<file path="src/rtl/ddr_mrs_pkg.sv">
package ddr_mrs_pkg;
  localparam int ADDR_W = 13;
  localparam int OPS_W  = 7;
  localparam int DLLRST_BIT = 8;

  typedef enum logic [1:0] {ST_OFF, ST_WAIT, ST_MRD, ST_DONE} seq_st_t;
  typedef enum logic [1:0] {LD_EXT, LD_DLLRST, LD_NORM} load_t;

  typedef struct packed {
    logic              cs_n;
    logic              ras_n;
    logic              cas_n;
    logic              we_n;
    logic [1:0]        ba;
    logic [ADDR_W-1:0] addr;
  } ddr_cmd_t;

  function automatic ddr_cmd_t deselect_cmd();
    ddr_cmd_t c;
    c.cs_n  = 1'b1;
    c.ras_n = 1'b1;
    c.cas_n = 1'b1;
    c.we_n  = 1'b1;
    c.ba    = '0;
    c.addr  = '0;
    return c;
  endfunction
endpackage

</file>
<file path="src/rtl/mrs_word_gen.sv">
module mrs_word_gen
  import ddr_mrs_pkg::*;
(
  input  load_t            sel,
  input  logic [OPS_W-1:0] ops,
  input  logic             drive_weak,
  output ddr_cmd_t         word
);
  always_comb begin
    word       = deselect_cmd();
    word.cs_n  = 1'b0;
    word.ras_n = 1'b0;
    word.cas_n = 1'b0;
    word.we_n  = 1'b0;
    case (sel)
      LD_EXT: begin
        word.ba      = 2'b01;
        word.addr[0] = 1'b0;
        word.addr[1] = drive_weak;
      end
      LD_DLLRST: begin
        word.ba                = 2'b00;
        word.addr[OPS_W-1:0]   = ops;
        word.addr[DLLRST_BIT]  = 1'b1;
      end
      default: begin
        word.ba              = 2'b00;
        word.addr[OPS_W-1:0] = ops;
      end
    endcase
  end
endmodule

</file>
<file path="src/rtl/mrs_seq_fsm.sv">
module mrs_seq_fsm
  import ddr_mrs_pkg::*;
#(
  parameter int TMRD = 2
) (
  input  logic  clk,
  input  logic  rst,
  input  logic  start,
  input  logic  banks_idle,
  output logic  issue,
  output load_t step,
  output logic  seq_done
);
  localparam int WW = (TMRD > 1) ? $clog2(TMRD) : 1;
  localparam logic [WW-1:0] WAIT_LOAD = WW'(TMRD - 1);

  seq_st_t        st;
  logic [WW-1:0]  wcnt;

  assign issue = (st == ST_WAIT) && banks_idle && !start;

  always_ff @(posedge clk) begin
    if (rst) begin
      st       <= ST_OFF;
      step     <= LD_EXT;
      wcnt     <= '0;
      seq_done <= 1'b0;
    end else if (start) begin
      st       <= ST_WAIT;
      step     <= LD_EXT;
      seq_done <= 1'b0;
    end else begin
      case (st)
        ST_WAIT: if (banks_idle) begin
          st   <= ST_MRD;
          wcnt <= WAIT_LOAD;
        end
        ST_MRD: if (wcnt == '0) begin
          case (step)
            LD_EXT:    begin step <= LD_DLLRST; st <= ST_WAIT; end
            LD_DLLRST: begin step <= LD_NORM;   st <= ST_WAIT; end
            default:   begin st <= ST_DONE; seq_done <= 1'b1; end
          endcase
        end else begin
          wcnt <= wcnt - 1'b1;
        end
        default: ;
      endcase
    end
  end

  // the wait counter never exceeds its load value
  p_wait_bound_r7: assert property (@(posedge clk) disable iff (rst)
    wcnt <= WAIT_LOAD);
  // done only follows the normal-mode step
  p_done_after_norm_r6: assert property (@(posedge clk) disable iff (rst)
    $rose(seq_done) |-> step == LD_NORM);
endmodule

</file>
<file path="src/rtl/mrs_lock_timer.sv">
module mrs_lock_timer #(
  parameter int LOCK_CYC = 200
) (
  input  logic clk,
  input  logic rst,
  input  logic start,
  input  logic dll_rst,
  input  logic cke,
  input  logic seq_done,
  output logic read_ok
);
  localparam int LCW = $clog2(LOCK_CYC + 1);
  localparam logic [LCW-1:0] LOCK_V = LCW'(LOCK_CYC);

  logic           run;
  logic [LCW-1:0] lcnt;

  always_ff @(posedge clk) begin
    if (rst || start) begin
      run     <= 1'b0;
      lcnt    <= '0;
      read_ok <= 1'b0;
    end else begin
      if (dll_rst) begin
        run  <= 1'b1;
        lcnt <= '0;
      end else if (run) begin
        if (!cke)               lcnt <= '0;
        else if (lcnt != LOCK_V) lcnt <= lcnt + 1'b1;
      end
      if (seq_done && lcnt == LOCK_V) read_ok <= 1'b1;
    end
  end

  p_lock_bound_r8: assert property (@(posedge clk) disable iff (rst)
    lcnt <= LOCK_V);
  p_cke_restart_r8: assert property (@(posedge clk) disable iff (rst)
    run && !cke && !start && !dll_rst |=> lcnt == '0);
  p_ok_rise_r9: assert property (@(posedge clk) disable iff (rst)
    $rose(read_ok) |-> $past(lcnt) == LOCK_V);
  p_ok_sticky_r9: assert property (@(posedge clk) disable iff (rst)
    read_ok && !start |=> read_ok);
endmodule

</file>
<file path="src/rtl/ddr_mrs_seq.sv">
module ddr_mrs_seq
  import ddr_mrs_pkg::*;
#(
  parameter int TMRD     = 2,
  parameter int LOCK_CYC = 200
) (
  input  logic              clk,
  input  logic              rst,
  input  logic              start,
  input  logic              banks_idle,
  input  logic              cke_req,
  input  logic [OPS_W-1:0]  op_mode,
  input  logic              drive_weak,
  output logic              cs_n,
  output logic              ras_n,
  output logic              cas_n,
  output logic              we_n,
  output logic [1:0]        ba,
  output logic [ADDR_W-1:0] addr,
  output logic              cke,
  output logic              read_ok
);
  logic [OPS_W-1:0] ops_q;
  logic             weak_q;
  logic             issue;
  logic             seq_done;
  load_t            step;
  ddr_cmd_t         word;
  ddr_cmd_t         pins_q;

  mrs_seq_fsm #(.TMRD(TMRD)) u_fsm (
    .clk(clk), .rst(rst), .start(start), .banks_idle(banks_idle),
    .issue(issue), .step(step), .seq_done(seq_done)
  );

  mrs_word_gen u_word (
    .sel(step), .ops(ops_q), .drive_weak(weak_q), .word(word)
  );

  mrs_lock_timer #(.LOCK_CYC(LOCK_CYC)) u_lock (
    .clk(clk), .rst(rst), .start(start),
    .dll_rst(issue && step == LD_DLLRST),
    .cke(cke), .seq_done(seq_done), .read_ok(read_ok)
  );

  always_ff @(posedge clk) begin
    if (rst) begin
      ops_q  <= '0;
      weak_q <= 1'b0;
      pins_q <= deselect_cmd();
      cke    <= 1'b0;
    end else begin
      if (start) begin
        ops_q  <= op_mode;
        weak_q <= drive_weak;
      end
      pins_q <= issue ? word : deselect_cmd();
      cke    <= cke_req;
    end
  end

  assign cs_n  = pins_q.cs_n;
  assign ras_n = pins_q.ras_n;
  assign cas_n = pins_q.cas_n;
  assign we_n  = pins_q.we_n;
  assign ba    = pins_q.ba;
  assign addr  = pins_q.addr;

  logic load_seen;
  assign load_seen = !cs_n && !ras_n && !cas_n && !we_n;

  p_one_cycle_load_r3: assert property (@(posedge clk) disable iff (rst)
    load_seen |=> cs_n && ras_n && cas_n && we_n);
  p_load_when_idle_r2: assert property (@(posedge clk) disable iff (rst)
    load_seen |-> $past(banks_idle));
  p_ext_reserved_r4: assert property (@(posedge clk) disable iff (rst)
    load_seen && ba == 2'b01 |-> addr[ADDR_W-1:2] == '0 && !addr[0]);
  p_cke_follow_r11: assert property (@(posedge clk) disable iff (rst)
    !$past(rst) |-> cke == $past(cke_req));
endmodule

</file>
<file path="config.mk">
export PLATFORM = sky130hd
export DESIGN_NAME = ddr_mrs_seq
export DESIGN_NICKNAME = d
export VERILOG_FILES = /design/src/rtl/ddr_mrs_pkg.sv /design/src/rtl/mrs_word_gen.sv /design/src/rtl/mrs_seq_fsm.sv /design/src/rtl/mrs_lock_timer.sv /design/src/rtl/ddr_mrs_seq.sv
export SDC_FILE = /design/constraint.sdc
export NUM_CORES = 1
export LEC_CHECK = 0
export BUFFER_PORTS_ARGS = -buffer_cell sky130_fd_sc_hd__buf_2
export CORE_ASPECT_RATIO = 1.25
export CORE_MARGIN = 2
export CORE_UTILIZATION = 45
export CTS_BUF_LIST = sky130_fd_sc_hd__clkbuf_16
export CTS_CLUSTER_DIAMETER = 50
export DETAILED_ROUTE_END_ITERATION = 10
export GPL_TIMING_DRIVEN = 0
export MAX_ROUTING_LAYER = met4
export PLACE_DENSITY = 0.71
export RECOVER_POWER = 50
export SLEW_MARGIN = 25
export SYNTH_ARGS = -nofsm -noshare
export SYNTH_HDL_FRONTEND = slang
export SYNTH_SLANG_ARGS = --single-unit
</file>
<file path="constraint.sdc">
create_clock -name clk -period 2.35 [get_ports clk]
set_input_delay 0.3525 -clock clk [delete_from_list [all_inputs] [get_ports clk]]
set_output_delay 0.3525 -clock clk [all_outputs]
set_load 0.05 [all_outputs]
</file>
-- Word level (Yosys, flattened, before mapping)
Cells that the tools add are included.
- add/subtract/negate cells: 2
- eq/ne operators: 10
- multiplexer cells: 16
- bitwise gates (word level): 4
- reductions and logical operators: 21
- operators by type and width (operator ; number):
    $mux 19 ; 1
    $mux 8 ; 2
    $reduce_and 3->1 ; 5
    $add 8x1->8 const B ; 1
    $eq 8x8->1 const B ; 1
    $mux 2 ; 4
    $ne 8x8->1 const B ; 1
    $pmux 2 s2 ; 2
    $reduce_or 2->1 ; 4
    $ne 3x3->1 const B ; 2
    $mux 1 ; 5
    $mux 5 ; 1
    $eq 2x1->1 const B ; 2
    $logic_and 1x1->1 ; 4
    $ne 2x2->1 const B ; 2
    $not 1->1 ; 4
    $reduce_bool 2->1 ; 2
    $reduce_bool 3->1 ; 1
    $reduce_or 3->1 ; 1
    $eq 2x2->1 const B ; 1
    $logic_not 2->1 ; 1
    $ne 2x1->1 const B ; 1
    $pmux 1 s2 ; 1
    $reduce_and 2->1 ; 1
    other kinds (3) ; 3
- flip-flop bits (word level): 44
- bits of input ports: 13
- output and inout bits: 21

-- Logic depth before layout (Yosys ltp)
Gate-level depths: netlist (run 1).
- depth after elaboration: 6
- mapped depth: 6
- depth with buffers taken out: 6

-- Modules after synthesis
A second synthesis (run 1) with hierarchy kept.
- cells, all modules: 187
- area total of the unflattened synthesis: 1860.5 um^2
- modules (own cells, without submodules) (module ; instances ; cells an instance ; area each (um^2) ; sequential area each (um^2)):
    ddr_mrs_seq ; 1 ; 70 ; 844.6 ; 560.5
    mrs_lock_timer ; 1 ; 60 ; 516.7 ; 200.2
    mrs_seq_fsm ; 1 ; 37 ; 332.8 ; 120.1
    mrs_word_gen ; 1 ; 20 ; 166.4 ; 0.0

-- Worst setup path after synthesis (run 1)
No wires, ideal clock.
- kind: flip-flop to flip-flop
- from: register cke
- to: register u_lock.lcnt[6]
- library setup time: 0.070 ns
- arrival: 1.385 ns
- data required time: 2.280 ns
- setup slack: 0.896 ns
- cell stages (with the launch flop): 4
- clock period less this slack: 1.454 ns
- cell sequence: dfxtp_1 > nand2_1 > or4_1 > a21oi_1
- cells in the longest elaborated chain, start to end: 2
- ends and longest elaborated chain (what ; RTL line ; text):
    from (decl) ; ddr_mrs_seq.sv:20 ; output logic cke,
    from (signal assigned) ; ddr_mrs_seq.sv:58 ; cke <= cke_req;
    $ne 2x1->1 (no line) ; -- ;
    $reduce_and 2->1 (no line) ; -- ;
    to (signal assigned) ; mrs_lock_timer.sv:29 ; else if (lcnt != LOCK_V) lcnt <= lcnt + 1'b1;
    to (decl) ; mrs_lock_timer.sv:16 ; logic [LCW-1:0] lcnt;
Parallel ways exist; a longest one is shown, timed or not.
A chain may end at the register's enable or synchronous reset.

-- Worst setup path after layout (run 1)
- from: register u_lock.lcnt[0]
- to: register u_lock.lcnt[1]
- cells in the longest elaborated chain, start to end: 3
- ends and longest elaborated chain (what ; RTL line):
    $add 8x1->8 / $ne 8x8->1 (equally long branches) ; mrs_lock_timer.sv:29
    $mux 8 / $ne 2x1->1 (equally long branches) ; --
    $mux 8 / $reduce_and 2->1 (equally long branches) ; --
Parallel ways exist; a longest one is shown, timed or not. The select of a mux whose other input is x is not followed.

==> out/metrics.yaml, run 1 <==
crit_path_top_delay_cell: "o311a_1"
clkSinkCount: 35
cp_max_fo: 4
area_delta_synth_final_pct: 23.6
synth_warnings: 0
max-cap-violations: 0
rows: 23
stdcell_count: 241
grt_first_pass_wirelength_mm: 5.31
synth-seq-cells: 35
reg2regPathDepth: 6
yosysTopAreaCellShare_pct: 46.1
crit_chain: "inv_1 -> ha_1 -> nand4b_1 -> o311a_1 -> a22oi_1 -> nor2_1"
io_pins: 34
ys_seq_area_share_pct: 46.1
rsz0062_at_grt: "false"
postLayoutCoreUtil_pct: 58.3
final_antenna_net_count: 0
min_period_ns: 1.54
diodes: 0
start_util_pct: 47.2
setup_tns_ns: 0
antenna_found_initial: 0
clk_pin_slew_worst_paths_ns: 0.05
dp_hpwl_mm: 2.33
cpPeakStageDelay_ns: 0.43
drive_gt1_share_pct: 19.6
syn_avg_cell_area_um2: 9.27
drt_wl_total_mm: 3.10
numCtsBuffers: 5
drc: 0
drt-wirelength-per-cell_um: 12.9
multi_input_area_um2: 697
r2r_slack_ns: 0.81
cts_setup_buffers: 0
die_w_um: 56.0
num-fill-cells: 316
grt_max_degree: 12
first_global_vias: 1187
fmax_mhz: 651
cts_tree: "yes"
nets: 222
die_area_um2: 3860
cts_root_buf: "clkbuf_16"
vias_per_cell: 4.93
fin_crit_sh_pct: 65.4
finalHoldViolCount: 0
final_area_um2: 1880
min_path_type: "input pin to flip-flop"
h-tree-depth: 2
io_buffers: 27
fin_worst_skew_ns: 0.00187
synth_top_area_cell: "dfxtp_1"
syn_inst: 164
grt-ovfl-total: 0
yosysUniqueCellTypes: 39
endpoint_kind: "flip-flop"
crit_arrival_ns: 1.70
dr.pass1.iters: 4
grt_use_total_pct: 18.5
p_per_area_nw_per_um2: 838
p_leak_nw: 0.768
worst_slack_ns: 0.813
dp_cells: 233
place_ws_ns: 0.849
ctsResizeCount: 0
hold_depth: 2
cts_hold_buf: 0
core-area_um2: 3220
whs_endpoint: "cke"
reg2reg_from: "u_lock.lcnt[0]"
worst_slew_pin_slew_ns: 0.709
drt-initial-drc-count: 28
clk_path_buf_depth: 2
reg2reg_to: "u_lock.lcnt[1]"
clk_latency_ns: 0.28
gp_congestion: 0.722
ir_drop_mv: 0.589
final_cell_mix: "dfxtp_1, nor2_1, buf_2"
dpl_cell_area_um2: 1720
route.vias.total: 1188
regArea_um2: 701
status: "finished clean"
cp.required_ns: 2.52
timing.slew.headroom_pct: 52.7
synth_area_um2: 1520
maxSlewViolCount: 0
final_common_cell: "dfxtp_1"
setup_viol: 0
hold_start: "rst"
worst_setup_path_start_kind: "flip-flop"
die-height_um: 69.0
ys_top_cells_by_area: "dfxtp_1, nor2_1, mux2i_1"
critPathKind: "flip-flop to flip-flop"
[worst max path at each step]
stage	startpoint	end	slack [ns]	cells after the start
after floorplan	cke	u_lock.lcnt[6]	0.90	3
after global placement	u_lock.lcnt[0]	u_lock.lcnt[1]	0.89	6
after detailed placement	u_lock.lcnt[0]	u_lock.lcnt[1]	0.85	6
after CTS	u_lock.lcnt[0]	u_lock.lcnt[1]	0.84	6
after global routing	u_lock.lcnt[1]	u_lock.lcnt[1]	0.67	6
final	u_lock.lcnt[0]	u_lock.lcnt[1]	0.81	6
[worst max-delay path: cells and delay by family, from the launching register on]
family,cells,cell delay [ns]
AO/OA/AOI/OAI,2,0.63
adder cells (fa/ha/maj),1,0.15
buffers and inverters,1,0.06
flip-flops,1,0.34
AND/OR/NAND/NOR,2,0.25
[cells in the mapped netlist (all sizes together)]
master,n
inv,8
a22oi,3
nand4,1
and3,1
and2b,1
a21oi,8
a22o,1
nor2b,4
clkbuf,2
nor3b,1
xnor2,1
a31oi,1
nor2,28
o211ai,1
or2,1
a211oi,2
or4,1
nand3,7
and4,1
nand2,4
buf,13
o311a,1
dfxtp,35
o21ai,4
nand2b,3
ha,6
conb,1
mux2i,9
a311oi,2
nand4b,1
nor3,3
and2,7
o41ai,1
or3,1
[where the power goes]
part	total, mW	internal [mW]	switching (mW)
Clock	0.842	0.603	0.239
Combinational	0.112	0.0404	0.0718
Sequential	0.620	0.608	0.0113
Total	1.57	1.25	0.322
[per-layer routing]
metal / GRT usage [%] / up-vias / share of wire (%)
li1: - / 614 / -
met1: 18.5 / 538 / 40
met2: 34.3 / 31 / 55
met3: 4.66 / 5 / 4.1
met4: 8.33 / 0 / 1.3
met5: - / - / 0
[cell type report]
type | count | area share (%)
sequential | 35 | 37.3
multi-input combinational | 111 | 37.1
clock buffer | 5 | 6.66
timing repair buffer | 27 | 6.46
buffer | 15 | 5.06
clock inverter | 3 | 3.40
tap | 37 | 2.46
inverter | 8 | 1.60
[flip-flops by register name (all words and copies together), names as in the netlist]
register        cells
addr                8
weak_q              1
u_fsm.seq_done      1
cke                 1
u_fsm.st            2
cs_n                1
ba                  1
u_lock.read_ok      1
u_lock.run          1
u_fsm.wcnt          1
u_lock.lcnt         8
u_fsm.step          2
ops_q               7
[through the flow]
| stage | hold WS, ns | total power, mW |
|---|---|---|
| floorplan | 0.424 | 0.717 |
| global placement | 0.438 | 0.738 |
| detailed placement | 0.443 | 0.744 |
| CTS | 0.266 | 1.59 |
| global route | 0.282 | 1.62 |
| finish | 0.270 | 1.57 |
[cell families (layout without fill, tap and decap cells)]
group	after synthesis	after routing	share of synthesized area [%]
multiplexers	9	9	5.93
adder cells (fa/ha/maj)	6	6	4.94
AO/OA/AOI/OAI	24	24	11.2
buffers and inverters	23	58	8.31
AND/OR/NAND/NOR	65	65	22.7
flip-flops	35	35	46.1
XOR/XNOR	1	1	0.576
other	1	6	0.247
(Power assumes the default switching activity.)
==> run 2: changes to the inputs <==
--- a/config.mk
+++ b/config.mk
@@ -5,6 +5,7 @@
 export SDC_FILE = /design/constraint.sdc
 export NUM_CORES = 1
 export LEC_CHECK = 0
+export ABC_AREA = 1
 export BUFFER_PORTS_ARGS = -buffer_cell sky130_fd_sc_hd__buf_2
 export CORE_ASPECT_RATIO = 1.25
 export CORE_MARGIN = 2
==> constraint.sdc (replaced) <==
create_clock -name clk -period 1.45 [get_ports clk]
set_input_delay 0.2175 -clock clk [delete_from_list [all_inputs] [get_ports clk]]
set_output_delay 0.2175 -clock clk [all_outputs]
set_load 0.05 [all_outputs]
==> run 2 against run 1 <==
Net effect:
- register-to-register slack got worse by 0.68 ns
- clock skew increased by 0.00059 ns
- sequential power increased by 61%
- first-iteration DRC count increased by 46%
- die area increased by 4.8%
- final cell count increased by 22%
- fmax increased by 17%
- critical path depth increased by 5
- routed wire length decreased by 7.5%
- sequential share of layout area decreased by 1.8 points
- largest power group unchanged
- highest routed layer unchanged
==> out/metrics.yaml, run 2 <==
status: "finished clean"
fin_worst_skew_ns: 0.00246  # +0.000590 ns
drt-wirelength-per-cell_um: 9.78  # -24%
yosysUniqueCellTypes: 29  # -26%
cp.required_ns: 1.62  # -0.90 ns
ys_top_cells_by_count: "nand2_1, dfxtp_1, inv_1"
final_cell_mix: "nand2_1, dfxtp_1, inv_1"
cts_tree: "yes"
ys_top_cells_by_area: "dfxtp_1, nand2_1, inv_1"
clk_latency_ns: 0.27  # about the same
route.vias.total: 1345  # +13%
start_util_pct: 46.3  # -0.86 points
clkSinkCount: 35  # unchanged
drive_gt1_share_pct: 21.7  # +2.0 points
io_buffers: 27  # unchanged
grt_first_pass_wirelength_mm: 5.08  # -4.4%
p_clk_share_pct: 49.4  # -4.1 points
dpl_cell_area_um2: 1800  # +4.7%
num-fill-cells: 331  # +4.7%
grt_max_degree: 12  # unchanged
ys_seq_area_share_pct: 43.8  # -2.3 points
crit_arrival_ns: 1.49  # -0.21 ns
final_common_cell: "nand2_1"
nets: 272  # +23%
core-area_um2: 3450  # +7.1%
drt_wl_total_mm: 2.87  # -7.5%
async_reset_ff_share_pct: 0  # unchanged
area_delta_synth_final_pct: 23.5
synth.most_common_cell: "nand2_1"
cpPeakStageDelay_ns: 0.33  # -0.10 ns
dr.pass1.iters: 4  # unchanged
reg2reg_from: "u_fsm.st[1]"
synth_area_um2: 1600  # +5.2%
ir_drop_mv: 0.865  # +47%
hold_start: "cke_req"
swShare_pct: 21.8  # +1.3 points
antenna_found_initial: 0  # unchanged
grt-ovfl-total: 0  # unchanged
cp_max_fo: 5  # +1
maxSlewViolCount: 0  # unchanged
first_global_vias: 1257  # +5.9%
die_w_um: 57.3  # +2.4%
drc: 0  # unchanged
ys.flop_type: "dfxtp_1"
synth-seq-cells: 35  # unchanged
p_leak_nw: 0.888  # +16%
p_per_area_nw_per_um2: 1200  # +43%
numCtsBuffers: 5  # unchanged
cts_root_buf: "clkbuf_16"
setup_viol: 0  # unchanged
yosysTopAreaCellShare_pct: 43.8  # -2.3 points
comb_power_share_pct: 8.3  # +1.2 points
worst_slew_pin_slew_ns: 0.612  # -0.0971 ns
vias_per_cell: 4.59  # -6.9%
clk_pin_slew_worst_paths_ns: 0.05  # about the same
endpoint_kind: "flip-flop"
max-cap-violations: 0  # unchanged
rows: 24  # +4.3%
cts_hold_buf: 0  # unchanged
crit_path_top_delay_cell: "dfxtp_1"
syn_inst: 213  # +30%
p_sw_mw: 0.516  # +60%
final_antenna_net_count: 0  # unchanged
timing.critical_path.buf_inv: 4  # +3
fin_crit_sh_pct: 90.6  # +25 points
final_area_um2: 1970  # +5.1%
fmax_mhz: 762  # +17%
p_int_mw: 1.85  # +48%
min_path_type: "input pin to flip-flop"
crit_family: "simple AND/OR/NAND/NOR gates"
die_area_um2: 4050  # +4.8%
h-tree-depth: 2  # unchanged
io_pins: 34  # unchanged
synth-edff-count: 0  # unchanged
clk_path_buf_depth: 2  # unchanged
worst_setup_path_start_kind: "flip-flop"
diodes: 0  # unchanged
dp_hpwl_mm: 2.18  # -6.6%
drt-initial-drc-count: 41  # +46%
critPathKind: "flip-flop to flip-flop"
pwr-share-seq_pct: 42.2  # +2.8 points
cp_common_cell: "nand2_1"
synth_warnings: 0  # unchanged
timing.slew.headroom_pct: 59.4  # +6.7 points
finalHoldViolCount: 0  # unchanged
min_period_ns: 1.31  # -0.224 ns
crit_start: "u_fsm.st[1]"
grt_use_total_pct: 16.4  # -2.1 points
gp_congestion: 0.815  # +13%
crit_chain: "inv_2 -> ha_2 -> nand2_1 -> inv_2 -> nand3_4 -> nand2_4 -> inv_4 -> nand2_2 -> nand2_1 -> nand2_1 -> inv_1"
postLayoutCoreUtil_pct: 57.2  # -1.1 points
die-height_um: 70.6  # +2.4%
synth_top_area_cell: "dfxtp_1"
syn_avg_cell_area_um2: 7.51  # -19%
run 2: cell count changes in the layout (fill, tap and decap cells not counted), sizes merged, moves of 4 or more:
| cell | delta |
|---|---|
| a211oi | +6 |
| and2 | -7 |
| clkbuf | -5 |
| inv | +29 |
| mux2i | -9 |
| nand2 | +41 |
| nand3 | +5 |
| nor2 | +6 |
| nor2b | -4 |
run 2: worst reg2reg max path, delay by kind of cell, from the launching register on:
family,cells,cell delay [ns]
simple gates,6,0.47
flops,1,0.33
buf+inv,4,0.24
fa+ha+maj,1,0.17
run 2: cells by family after synthesis:
logic type	count (synthesis)	share of synthesized area, %
flops	35	43.8
simple gates	96	27.3
other cells	1	0.235
xor+xnor	1	0.548
buf+inv	50	14.1
compound gates	24	9.31
fa+ha+maj	6	4.69
run 2: per-stage QoR:
stage                     setup WS [ns]  cells  setup TNS, ns  power [mW]  hold WS [ns]
after CTS                        0.0558    292              0        2.40         0.146
after global placement           0.0843    284              0        1.21         0.433
final                             0.137    293              0        2.37         0.152
after global routing           -0.00439    293       -0.00439        2.46         0.158
after floorplan                   0.113    218              0        1.17         0.296
after detailed placement         0.0614    284              0        1.22         0.431
run 2: metal layers:
metal | track usage [%] | vias to the layer above | share of wire (%)
met4 | 6.72 | 0 | 0.94
met3 | 4.94 | 5 | 3.7
met1 | 19.1 | 601 | 44
li1 | - | 720 | -
met5 | - | - | 0
met2 | 26.2 | 19 | 51
run 2: power groups by stage:
| stage | combinational [mW] | sequential [mW] | clock [mW] |
|---|---|---|---|
| 2_1_floorplan | 0.142 | 1.03 | 0 |
| 3_3_place_gp | 0.195 | 1.02 | 0 |
| 3_5_place_dp | 0.196 | 1.02 | 0 |
| 4_1_cts | 0.197 | 1.00 | 1.20 |
| 5_1_grt | 0.222 | 1.00 | 1.23 |
| 6_report | 0.198 | 1.00 | 1.17 |
run 2: cell type report:
class                      count  area [um2]  area share [%]
multi-input combinational    133         702            35.6
clock buffer                   5         125            6.34
clock inverter                 3        38.8            1.96
timing repair buffer          28         135            6.84
sequential                    35         701            35.5
inverter                      38         145            7.35
buffer                        12        78.8            3.99
tap                           39        48.8            2.47
run 2: final timing paths:
check / endpoint / slack (ns) / cells after the start
setup / recovery: u_lock.lcnt[3] / 0.14 / 11
hold reg to reg: addr[2] / 0.44 / 2
hold / removal: cke / 0.15 / 3
setup reg to reg: u_lock.lcnt[3] / 0.14 / 11
run 2: repair_timing:
item / in CTS / in global routing
gates resized for setup: 0 / 4
setup buffers: 0 / 1
endpoints found under the setup margin: 0 / 2
